File: config.mk
export PLATFORM = sky130hd
export DESIGN_NAME = agc_atten_ctrl
export DESIGN_NICKNAME = d
export VERILOG_FILES = /design/src/rtl/agc_pkg.sv /design/src/rtl/agc_ctrl.sv /design/src/rtl/agc_datapath.sv /design/src/rtl/agc_atten_ctrl.sv
export SDC_FILE = /design/constraint.sdc
export NUM_CORES = 1
export LEC_CHECK = 0
export ABC_AREA = 1
export BUFFER_PORTS_ARGS = -buffer_cell sky130_fd_sc_hd__buf_4
export CAP_MARGIN = 20
export CORE_UTILIZATION = 40
export CTS_BUF_LIST = sky130_fd_sc_hd__clkbuf_16
export DETAILED_ROUTE_END_ITERATION = 10
export SLEW_MARGIN = 20
export SYNTH_ARGS = -nofsm -noshare
export SYNTH_HDL_FRONTEND = slang
export SYNTH_SLANG_ARGS = --single-unit
File: constraint.sdc
create_clock -name clk -period 22.4 [get_ports clk]
set_input_delay 4.48 -clock clk [delete_from_list [all_inputs] [get_ports clk]]
set_output_delay 4.48 -clock clk [all_outputs]
set_load 0.01 [all_outputs]
File: src/rtl/agc_pkg.sv
package agc_pkg;

  parameter int GAIN_W = 4;

  // Strobes issued by the control unit to the datapath
  typedef struct packed {
    logic              load;     // copy manual attenuation
    logic              stepUp;   // add step on this edge
    logic              stepDown; // subtract step on this edge
    logic [GAIN_W-1:0] gainSel;  // effective gain code for the step
  } agcStrb_t;

endpackage

File: src/rtl/agc_ctrl.sv
module agc_ctrl
  import agc_pkg::*;
#(
  parameter int TICK_DIV = 60,
  parameter int REF_W    = 3
) (
  input  logic              clk,
  input  logic              rstN,
  input  logic [REF_W-1:0]  refSel,
  input  logic [GAIN_W-1:0] attackCode,
  input  logic [GAIN_W-1:0] decayCode,
  input  logic              estAbove,
  input  logic              estBelow,
  output agcStrb_t          strb
);

  localparam int CNT_W = $clog2(TICK_DIV);
  localparam logic [CNT_W-1:0] CNT_LAST = CNT_W'(TICK_DIV - 1);

  logic [CNT_W-1:0] tickCnt;
  logic             loopOn;
  logic             tick;
  logic [GAIN_W-1:0] decayGain;

  assign loopOn = (refSel != '0);
  assign tick   = loopOn && (tickCnt == CNT_LAST);

  // Divider restarts whenever the loop is off
  always_ff @(posedge clk) begin
    if (!rstN || !loopOn) begin
      tickCnt <= '0;
    end else if (tickCnt == CNT_LAST) begin
      tickCnt <= '0;
    end else begin
      tickCnt <= tickCnt + 1'b1;
    end
  end

  // Attack minus decay, clamped at zero
  always_comb begin
    if (attackCode > decayCode) begin
      decayGain = attackCode - decayCode;
    end else begin
      decayGain = '0;
    end
  end

  always_comb begin
    strb.load     = !loopOn;
    strb.stepUp   = tick && estAbove;
    strb.stepDown = tick && estBelow;
    strb.gainSel  = estAbove ? attackCode : decayGain;
  end


  cnt_range_chk: assert property (@(posedge clk) disable iff (!rstN)
    tickCnt <= CNT_LAST);


  strobe_excl_chk: assert property (@(posedge clk) disable iff (!rstN)
    $onehot0({strb.load, strb.stepUp, strb.stepDown}));


  tick_spacing_chk: assert property (@(posedge clk) disable iff (!rstN)
    tick |=> !tick);

endmodule

File: src/rtl/agc_datapath.sv
module agc_datapath
  import agc_pkg::*;
#(
  parameter int EST_W    = 10,
  parameter int ATTN_W   = 12,
  parameter int REF_W    = 3,
  parameter int CLIP_LVL = 960,
  parameter bit HALF_EN  = 1'b1
) (
  input  logic              clk,
  input  logic              rstN,
  input  logic [EST_W-1:0]  estIn,
  input  logic [REF_W-1:0]  refSel,
  input  logic [ATTN_W-1:0] manAttn,
  input  agcStrb_t          strb,
  output logic              estAbove,
  output logic              estBelow,
  output logic [ATTN_W-1:0] attnQ
);

  localparam int STEP_W  = EST_W + 1;
  localparam int SUM_W   = ATTN_W + 2;
  localparam int SH_TOP  = ((1 << GAIN_W) - 1) >> 1;
  localparam int NUM_REF = 6;
  localparam logic [SUM_W-1:0] ATTN_MAX = SUM_W'((1 << ATTN_W) - 1);

  // dB-below-clip factors in 1/256 units: 3, 6, 9, 12, 15 dB
  function automatic int refScale(input int idx);
    case (idx)
      1:       refScale = 181;
      2:       refScale = 128;
      3:       refScale = 91;
      4:       refScale = 64;
      default: refScale = 46;
    endcase
  endfunction

  logic [EST_W-1:0] refTab [NUM_REF];

  for (genvar gi = 0; gi < NUM_REF; gi++) begin : g_ref
    if (gi == 0) begin : g_zero
      assign refTab[gi] = '0;
    end else begin : g_lvl
      assign refTab[gi] = EST_W'((CLIP_LVL * refScale(gi)) >> 8);
    end
  end

  logic [EST_W-1:0]  refLvl;
  logic [EST_W-1:0]  errMag;
  logic [2:0]        refIdx;
  logic [GAIN_W-2:0] gainHalf;
  logic [3:0]        shMain;
  logic [STEP_W-1:0] stepMain;
  logic [STEP_W-1:0] stepHalf;
  logic [STEP_W-1:0] stepAmt;
  logic [SUM_W-1:0]  sumUp;
  logic [SUM_W-1:0]  attnExt;
  logic [ATTN_W-1:0] attnNext;

  always_comb begin
    refIdx = 3'(refSel);
    if (refIdx > 3'd5) begin
      refIdx = 3'd5;
    end
  end

  assign refLvl   = refTab[refIdx];
  assign estAbove = estIn > refLvl;
  assign estBelow = estIn < refLvl;
  assign errMag   = estAbove ? (estIn - refLvl) : (refLvl - estIn);

  assign gainHalf = strb.gainSel[GAIN_W-1:1];
  assign shMain   = 4'(SH_TOP) - 4'(gainHalf);
  assign stepMain = STEP_W'(errMag >> shMain);

  if (HALF_EN) begin : g_half
    assign stepHalf = strb.gainSel[0] ? STEP_W'(errMag >> (shMain + 4'd1)) : '0;
  end else begin : g_nohalf
    assign stepHalf = '0;
  end

  assign stepAmt = stepMain + stepHalf;
  assign attnExt = SUM_W'(attnQ);
  assign sumUp   = attnExt + SUM_W'(stepAmt);

  always_comb begin
    attnNext = attnQ;
    if (strb.load) begin
      attnNext = manAttn;
    end else if (strb.stepUp) begin
      attnNext = (sumUp > ATTN_MAX) ? ATTN_MAX[ATTN_W-1:0] : sumUp[ATTN_W-1:0];
    end else if (strb.stepDown) begin
      attnNext = (SUM_W'(stepAmt) > attnExt) ? '0 : ATTN_W'(attnExt - SUM_W'(stepAmt));
    end
  end

  always_ff @(posedge clk) begin
    if (!rstN) begin
      attnQ <= '0;
    end else begin
      attnQ <= attnNext;
    end
  end


  man_load_chk: assert property (@(posedge clk) disable iff (!rstN)
    strb.load |=> attnQ == $past(manAttn));


  hold_between_chk: assert property (@(posedge clk) disable iff (!rstN)
    (!strb.load && !strb.stepUp && !strb.stepDown) |=> $stable(attnQ));


  up_no_wrap_chk: assert property (@(posedge clk) disable iff (!rstN)
    strb.stepUp |=> attnQ >= $past(attnQ));


  down_no_wrap_chk: assert property (@(posedge clk) disable iff (!rstN)
    strb.stepDown |=> attnQ <= $past(attnQ));

endmodule

File: src/rtl/agc_atten_ctrl.sv
module agc_atten_ctrl
  import agc_pkg::*;
#(
  parameter int EST_W    = 10,
  parameter int ATTN_W   = 12,
  parameter int TICK_DIV = 60,
  parameter int CLIP_LVL = 960,
  parameter int MSB_W    = 8
) (
  input  logic              clk,
  input  logic              rstN,
  input  logic [EST_W-1:0]  estIn,
  input  logic [2:0]        refSel,
  input  logic [3:0]        attackCode,
  input  logic [3:0]        decayCode,
  input  logic [ATTN_W-1:0] manAttn,
  output logic [ATTN_W-1:0] attnOut,
  output logic [MSB_W-1:0]  attnMsb
);

  agcStrb_t strb;
  logic     estAbove;
  logic     estBelow;

  agc_ctrl #(
    .TICK_DIV(TICK_DIV),
    .REF_W   (3)
  ) u_ctrl (
    .clk       (clk),
    .rstN      (rstN),
    .refSel    (refSel),
    .attackCode(attackCode),
    .decayCode (decayCode),
    .estAbove  (estAbove),
    .estBelow  (estBelow),
    .strb      (strb)
  );

  agc_datapath #(
    .EST_W   (EST_W),
    .ATTN_W  (ATTN_W),
    .REF_W   (3),
    .CLIP_LVL(CLIP_LVL),
    .HALF_EN (1'b1)
  ) u_dp (
    .clk     (clk),
    .rstN    (rstN),
    .estIn   (estIn),
    .refSel  (refSel),
    .manAttn (manAttn),
    .strb    (strb),
    .estAbove(estAbove),
    .estBelow(estBelow),
    .attnQ   (attnOut)
  );

  assign attnMsb = attnOut[ATTN_W-1 -: MSB_W];

endmodule

# == After elaboration in Yosys (flattened, before gate mapping) ==
# Memories as Yosys holds them, arrays and structs flattened.
# Index checks and enable logic that the tools add are counted.
# totals
reg_bits,18
rom_bits,80
out_inout_bits,20
memories,1
# mem_list
memory,words,word_bits,rd,rd_clocked_by_memory_dff,wr,line_no,rtl
(name not given),8,10,1,0,0,agc_datapath.sv:67,assign refLvl = refTab[refIdx];
# op_classes
add_sub_neg,9
order_cmp,7
n_eq_ne,2
shift,2
mux,12
bitwise_logic,1
n_reduce_logical,8
# ops
op,count
$mux W12,5
$mux W10,3
$shr A10 B4 Y11,2
$sub A10 B10 Y10,2
$gt A14 B12 Y1 const B,1
$add A12 B11 Y13,1
$gt A11 B12 Y1,1
$sub A12 B11 Y12,1
$add A11 B11 Y11,1
$mux W11,1
$gt A10 B10 Y1,1
$lt A10 B10 Y1,1
$mux W4,2
$add A6 B1 Y6 const B,1
$eq A6 B6 Y1 const B,1
$add A4 B1 Y4 const B,1
$ge A4 B4 Y1 const B,1
$gt A4 B4 Y1,1
$not A3 Y4,1
$sub A3 B3 Y4 const A,1
$sub A4 B4 Y4,1
$gt A3 B3 Y1 const B,1
$logic_and A1 B1 Y1,3
$mux W3,1
5 further kinds,6

# == Depth between registers and ports, before layout ==
# depth
ltp_word,18
mapped_depth,54

# == By module ==
# From an unflattened synthesis, not the netlist that was laid out.
# hier_totals
hier_cells,844
hier_area_um2,4777.1
# by_module_without_submodules
mod,n_inst,cells_per_inst,area_each_um2
agc_datapath,1,758,4216.5
agc_ctrl,1,78,500.5
agc_atten_ctrl,1,8,60.1

# == Worst setup path before layout ==
# Ideal clock, no wire load.
# synth_path
kind,input-to-reg
start,in refSel[2]
end,reg u_dp.attnQ[1]
t_arrival_ps,10435
t_required_ps,22330
path_slack_ps,11894
path_stages,51
n_path_buf,4
cell_sequence,buf_2 > nand2_1 > nand2_1 > ha_1 > nor2_1 > inv_1 > ha_1 > nand2_2 > inv_1 > nand2_1 > nand2_1 > nand2_1 > nand3_2 > nand2_4 > nand2_1 > o21ai_2 > inv_2 > ha_1 > (+15 left out) > nand2_1 > or2_2 > nand2_1 > inv_1 > ha_1 > clkbuf_1 > nor2_1 > inv_1 > nor2_1 > nand4_1 > nand3_1 > nand2_1 > nand2_1 > nand2_2 > inv_2 > nand2_1 > a21o_1 > a21oi_1
# synth_between
elab_chain_cells,18
# synth_lines
element,line_no,rtl
start: declaration,agc_atten_ctrl.sv:13,"input logic [2:0] refSel,"
$gt A3 B3 Y1,agc_datapath.sv:62,if (refIdx > 3'd5) begin
$mux W3,agc_datapath.sv:62,
$not A3 Y4 (implied by the code),agc_datapath.sv:67,
$mem_v2 Z8 W10,n/a,
$mux W10 (implied by the code) (2 in a row),agc_datapath.sv:67,
$gt A10 B10 Y1,agc_datapath.sv:68,assign estAbove = estIn > refLvl;
$mux W4,agc_ctrl.sv:52,strb.gainSel = estAbove ? attackCode : decayGain;
$sub A3 B3 Y4,agc_datapath.sv:73,assign shMain = 4'(SH_TOP) - 4'(gainHalf);
$add A4 B1 Y4,agc_datapath.sv:77,assign stepHalf = strb.gainSel[0] ? STEP_W'(errMag >> (shMain + 4'd1)) : '0;
$shr A10 B4 Y11,agc_datapath.sv:77,
$mux W11,agc_datapath.sv:77,
$add A11 B11 Y11,agc_datapath.sv:82,assign stepAmt = stepMain + stepHalf;
"$add A12 B11 Y13, or another cell as far along",agc_datapath.sv:84,assign sumUp = attnExt + SUM_W'(stepAmt);
$gt A14 B12 Y1 or $mux W12 (tied branches),"agc_datapath.sv:91, agc_datapath.sv:93",
$mux W12 (on tied branches),"agc_datapath.sv:91, agc_datapath.sv:92",
$mux W12,agc_datapath.sv:90,end else if (strb.stepUp) begin
$mux W12,agc_datapath.sv:88,if (strb.load) begin
end signal: assignment,agc_datapath.sv:101,attnQ <= attnNext;
end: declaration,agc_datapath.sv:18,output logic [ATTN_W-1:0] attnQ
# Several ways; a longest one is shown, not always the timed one. The select of a mux whose other input is x is not followed.
# A chain may end at the register's enable or synchronous reset.

# == Worst setup path in the final report ==
# Same ends and word-level chain as after synthesis.

==> Implementation_results.wiki <==
{| class="wikitable"
! Metric !! Value
|-
| Outcome || finished, violations left
|-
| Violations in the final reports || DRC
|-
| Hold Buf Count CTS || 0
|-
| First-pass GRT wire length || 22600 µm
|-
| DPL Wire Length || 11800 µm
|-
| Syn Inst Count || 845
|-
| Clock transition time at the flip-flop clock pins of the worst setup and hold paths || 0.06 ns
|-
| Number of placement rows || 39
|-
| Area of the core || 11600 µm²
|-
| Synthesized-area fraction occupied by ao, oa, aoi and oai cells || 11.3%
|-
| Largest delay contributor family on the critical path || simple AND/OR/NAND/NOR gates
|-
| Crit Path Class || in2reg
|-
| Post-placement cell area || 5180 µm²
|-
| Highest fanout seen on the critical path || 17
|-
| Post-synthesis share of cell area spent on full adders, half adders and majority gates || 18.7%
|-
| First-iteration detailed-routing DRC count || 294
|-
| RSZ-0062 raised after global routing || no
|-
| Mux contribution to synthesized area || 0%
|-
| Fraction of power spent switching nets || 58.7%
|-
| Count of boundary I/O pins || 55
|-
| Number of clock sinks seen by CTS || 18
|-
| Clk Tree Root Cell || sky130_fd_sc_hd__clkbuf_16
|-
| Overall die height || 111 µm
|-
| Worst hold path depth || 1
|-
| Number of antenna violations at the first check in global routing || 0
|-
| Placement Setup Slack || 10.76 ns
|-
| Layout Utilization || 45.5%
|-
| Share of total power in sequential cells || 8.8%
|-
| Worst min-delay path category || reg2reg
|-
| Number of warnings issued by yosys || 0
|-
| Maximum capacitance violations || 0
|-
| Final worst path period need || 11.40 ns
|-
| Routed length per placed instance || 13.6 µm
|-
| Required time of the worst setup path || 22.58 ns
|-
| Proportion of power drawn by combinational gates || 82.7%
|-
| Final count of hold timing violations || 0
|-
| Area enclosed by the die boundary || 12400 µm²
|-
| Later-pin clock latency in the skew report || 0.25 ns
|-
| Ant diodes || 0
|-
| Design Area, Final || 5260 µm²
|-
| Internal power of the cells || 0.172 mW
|-
| Routed wire length || 13800 µm
|-
| Count of filler cells inserted in the layout || 1293
|-
| Stages on worst setup path || 45
|-
| Cell at the slowest stage of the critical path || sky130_fd_sc_hd__ha_1
|-
| Share of synthesized cell area in and, or, nand and nor gates || 42.9%
|-
| Number of buffers between clock root and the deepest sink || 2
|-
| Area Growth Syn to Fin || 9.82%
|-
| Xor-xnor portion of the synthesized cell area || 5.30%
|-
| DR vias/cell || 5.08
|-
| Number of I/O port buffers || 54
|-
| Largest net degree at the start of global routing || 21
|-
| H-tree depth || 1
|-
| Syn nets || 948
|-
| Synthesized area divided by synthesized cell count || 5.67 µm²
|-
| Share of the yosys chip area belonging to registers || 7.53%
|-
| CP peak stage delay || 0.47 ns
|-
| Post-CTS setup buffer count || 0
|-
| Clock network power share || 8.5%
|-
| Peak supply drop || 0.0486 mV
|-
| Fin Hold WS || 0.446 ns
|-
| Worst Setup Start Kind || input port
|-
| Dominant combinational cell family by area after synthesis || simple AND/OR/NAND/NOR gates
|-
| Number of storage elements in the synthesis netlist || 18
|-
| Power density normalized to cell area || 79.4 nW/µm²
|-
| Max Slew Vio Count || 0
|-
| Pin slew with the least headroom to its limit || 0.571 ns
|-
| Net switching power || 0.245 mW
|-
| Count of cell types in the netlist || 36
|-
| DRC violations left || 4
|-
| Die width || 111 µm
|-
| Period utilisation layout || 50.9%
|-
| TritonCTS clock tree || built
|-
| Worst-case reg-to-reg path depth || 14
|-
| Number of buffers added by the clock tree synthesis step || 3
|-
| Starting utilization of the core area || 41.4%
|-
| Final net count || 979
|-
| Cell seen most often among critical-path stages || sky130_fd_sc_hd__nand2_1
|-
| Slack of the critical path || 11.00 ns
|-
| Number of gates resized after cts || 0
|-
| Number of nets with antenna violations after routing || 0
|-
| Count of vias placed by the detailed router || 5174
|-
| Placed Cells incl. Taps || 1014
|-
| Achievable Freq || 87.7 MHz
|-
| Aggregate global-route resource usage || 22.4%
|-
| Post-route clock skew || 0.00753 ns
|-
| Total global routing overflow || 0
|-
| Tightest slew margin relative to the limit || 61.9%
|-
| Netlist Area Pre-Place || 4790 µm²
|-
| Final standard cell count with taps included and fillers excluded || 1018
|-
| DRT Pass-1 Iters || 7
|-
| Via count of the first global-routing pass || 4718
|-
| Weighted congestion reported at the end of routability-driven placement || 0.913
|-
| Endpoint kind of the worst setup timing path || flip-flop
|-
| Setup TNS || 0 ns
|-
| Data arrival time at the worst-slack endpoint || 11.58 ns
|-
| Final count of negative-setup-slack endpoints || 0
|-
| Layout cell share with drive strength beyond 1 || 11.0%
|-
| Number of buffers and inverters on the critical path || 7
|-
| Leakage dissipation || 3.01 nW
|-
| Post-layout power || 0.418 mW
|}
==> sequential cells by signal (all words and copies together), names as in the netlist <==
name,flops
u_ctrl.tickCnt,6
u_dp.attnQ,12
==> kinds of logic (layout without fill, tap and decap cells) <==
group                      Yosys count  in the layout
DFF                                 18             18
xor gates and xnor gates            29             29
adders and majority gates           68             68
and+or+nand+nor                    473            473
buffers and inverters              158            188
AOI/OAI and AO/OA                   99             99
==> worst reg2reg max path, stage by stage, from the launching register on <==
cell and delay (ns):
sky130_fd_sc_hd__dfxtp_1 0.46, sky130_fd_sc_hd__ha_1 0.21, sky130_fd_sc_hd__inv_1 0.05, sky130_fd_sc_hd__fa_1 0.44
sky130_fd_sc_hd__o21ai_0 0.30, sky130_fd_sc_hd__nand2_1 0.08, sky130_fd_sc_hd__nand2_1 0.12, sky130_fd_sc_hd__nand2_1 0.07
sky130_fd_sc_hd__nand2_1 0.12, sky130_fd_sc_hd__inv_1 0.16, sky130_fd_sc_hd__a21oi_1 0.17, sky130_fd_sc_hd__nor2_1 0.05
sky130_fd_sc_hd__o21ai_0 0.09, sky130_fd_sc_hd__nand2_1 0.07, sky130_fd_sc_hd__a21oi_1 0.15
==> synth_stat cells <==
master / instances / area, µm²
sky130_fd_sc_hd__nor2_2: 3 / 18.8
sky130_fd_sc_hd__a31oi_1: 3 / 18.8
sky130_fd_sc_hd__clkbuf_1: 6 / 22.5
sky130_fd_sc_hd__o21ai_0: 22 / 110
sky130_fd_sc_hd__o21ai_1: 6 / 30.0
sky130_fd_sc_hd__nor3_1: 5 / 25.0
sky130_fd_sc_hd__a21boi_1: 1 / 7.51
sky130_fd_sc_hd__nor4_1: 1 / 6.26
sky130_fd_sc_hd__or2_2: 6 / 37.5
sky130_fd_sc_hd__nand3_1: 101 / 505
sky130_fd_sc_hd__nand2_1: 248 / 931
sky130_fd_sc_hd__o211ai_1: 2 / 15.0
sky130_fd_sc_hd__buf_2: 7 / 35.0
sky130_fd_sc_hd__o21ai_2: 2 / 17.5
sky130_fd_sc_hd__nor2_1: 74 / 278
sky130_fd_sc_hd__buf_6: 6 / 67.6
sky130_fd_sc_hd__fa_1: 6 / 120
sky130_fd_sc_hd__xor2_1: 24 / 210
sky130_fd_sc_hd__nand2_4: 2 / 22.5
sky130_fd_sc_hd__inv_2: 7 / 26.3
sky130_fd_sc_hd__nand4_1: 13 / 81.3
sky130_fd_sc_hd__xnor2_1: 5 / 43.8
sky130_fd_sc_hd__nor2_4: 1 / 11.3
sky130_fd_sc_hd__nand4_2: 1 / 12.5
sky130_fd_sc_hd__dfxtp_1: 18 / 360
sky130_fd_sc_hd__and3_1: 1 / 6.26
sky130_fd_sc_hd__a21o_1: 5 / 37.5
sky130_fd_sc_hd__o21bai_1: 3 / 22.5
sky130_fd_sc_hd__a21oi_2: 2 / 17.5
sky130_fd_sc_hd__inv_1: 123 / 462
sky130_fd_sc_hd__nand3_2: 3 / 30.0
sky130_fd_sc_hd__a21oi_1: 53 / 265
sky130_fd_sc_hd__nand2_2: 12 / 75.1
sky130_fd_sc_hd__nand3b_1: 2 / 15.0
sky130_fd_sc_hd__buf_4: 9 / 67.6
sky130_fd_sc_hd__ha_1: 62 / 776
==> power by group through the flow <==
stage / clock network, mW / registers, mW / logic, mW
2_1_floorplan: 0 / 0.0366 / 0.252
3_3_place_gp: 0 / 0.0373 / 0.344
3_5_place_dp: 0 / 0.0372 / 0.337
4_1_cts: 0.0364 / 0.0366 / 0.340
5_1_grt: 0.0380 / 0.0369 / 0.388
6_report: 0.0354 / 0.0367 / 0.346
==> layout by cell type, fill, tap and decap left out, drive strengths merged, types with 2 or more instances in the layout <==
cell type  Yosys  routed
xnor2          5       5
o21bai         3       3
o211ai         2       2
nand3        104     104
nand2        262     262
a31oi          3       3
xor2          24      24
ha            62      62
or2            6       6
fa             6       6
clkbuf         6       3
nand4         14      14
a21o           5       5
nor3           5       5
dfxtp         18      18
a21oi         55      55
inv          130     130
nor2          78      78
nand3b         2       2
buf           22      54
o21ai         30      30
==> cell type report <==
cell class	count	area, µm²	area share (%)
Clock buffer	3	75.1	1.43
Clock inverter	1	3.75	0.0714
Inverter	130	488	9.28
Multi-Input combinational cell	669	3750	71.3
Sequential cell	18	360	6.85
Tap cell	143	179	3.40
Timing Repair Buffer	54	405	7.71
==> per-layer routing <==
layer | part of all wire, % | up-vias | global-route usage (%)
met4 | 0.64 | 0 | 2.07
met3 | 7.2 | 6 | 2.72
met1 | 49 | 2269 | 32.6
met5 | 0 | - | 0
li1 | - | 2747 | -
met2 | 43 | 152 | 36.4
==> path summary, 6_finish.rpt <==
kind | from | to | slack (ns)
worst min-delay path | u_ctrl.tickCnt[0] | u_ctrl.tickCnt[0] | 0.45
worst max-delay path | refSel[2] | u_dp.attnQ[1] | 11.00
worst max register to register | u_dp.attnQ[0] | u_dp.attnQ[4] | 19.79
worst min register to register | u_ctrl.tickCnt[0] | u_ctrl.tickCnt[0] | 0.45
Note: power is estimated with default switching activity, not from simulation.
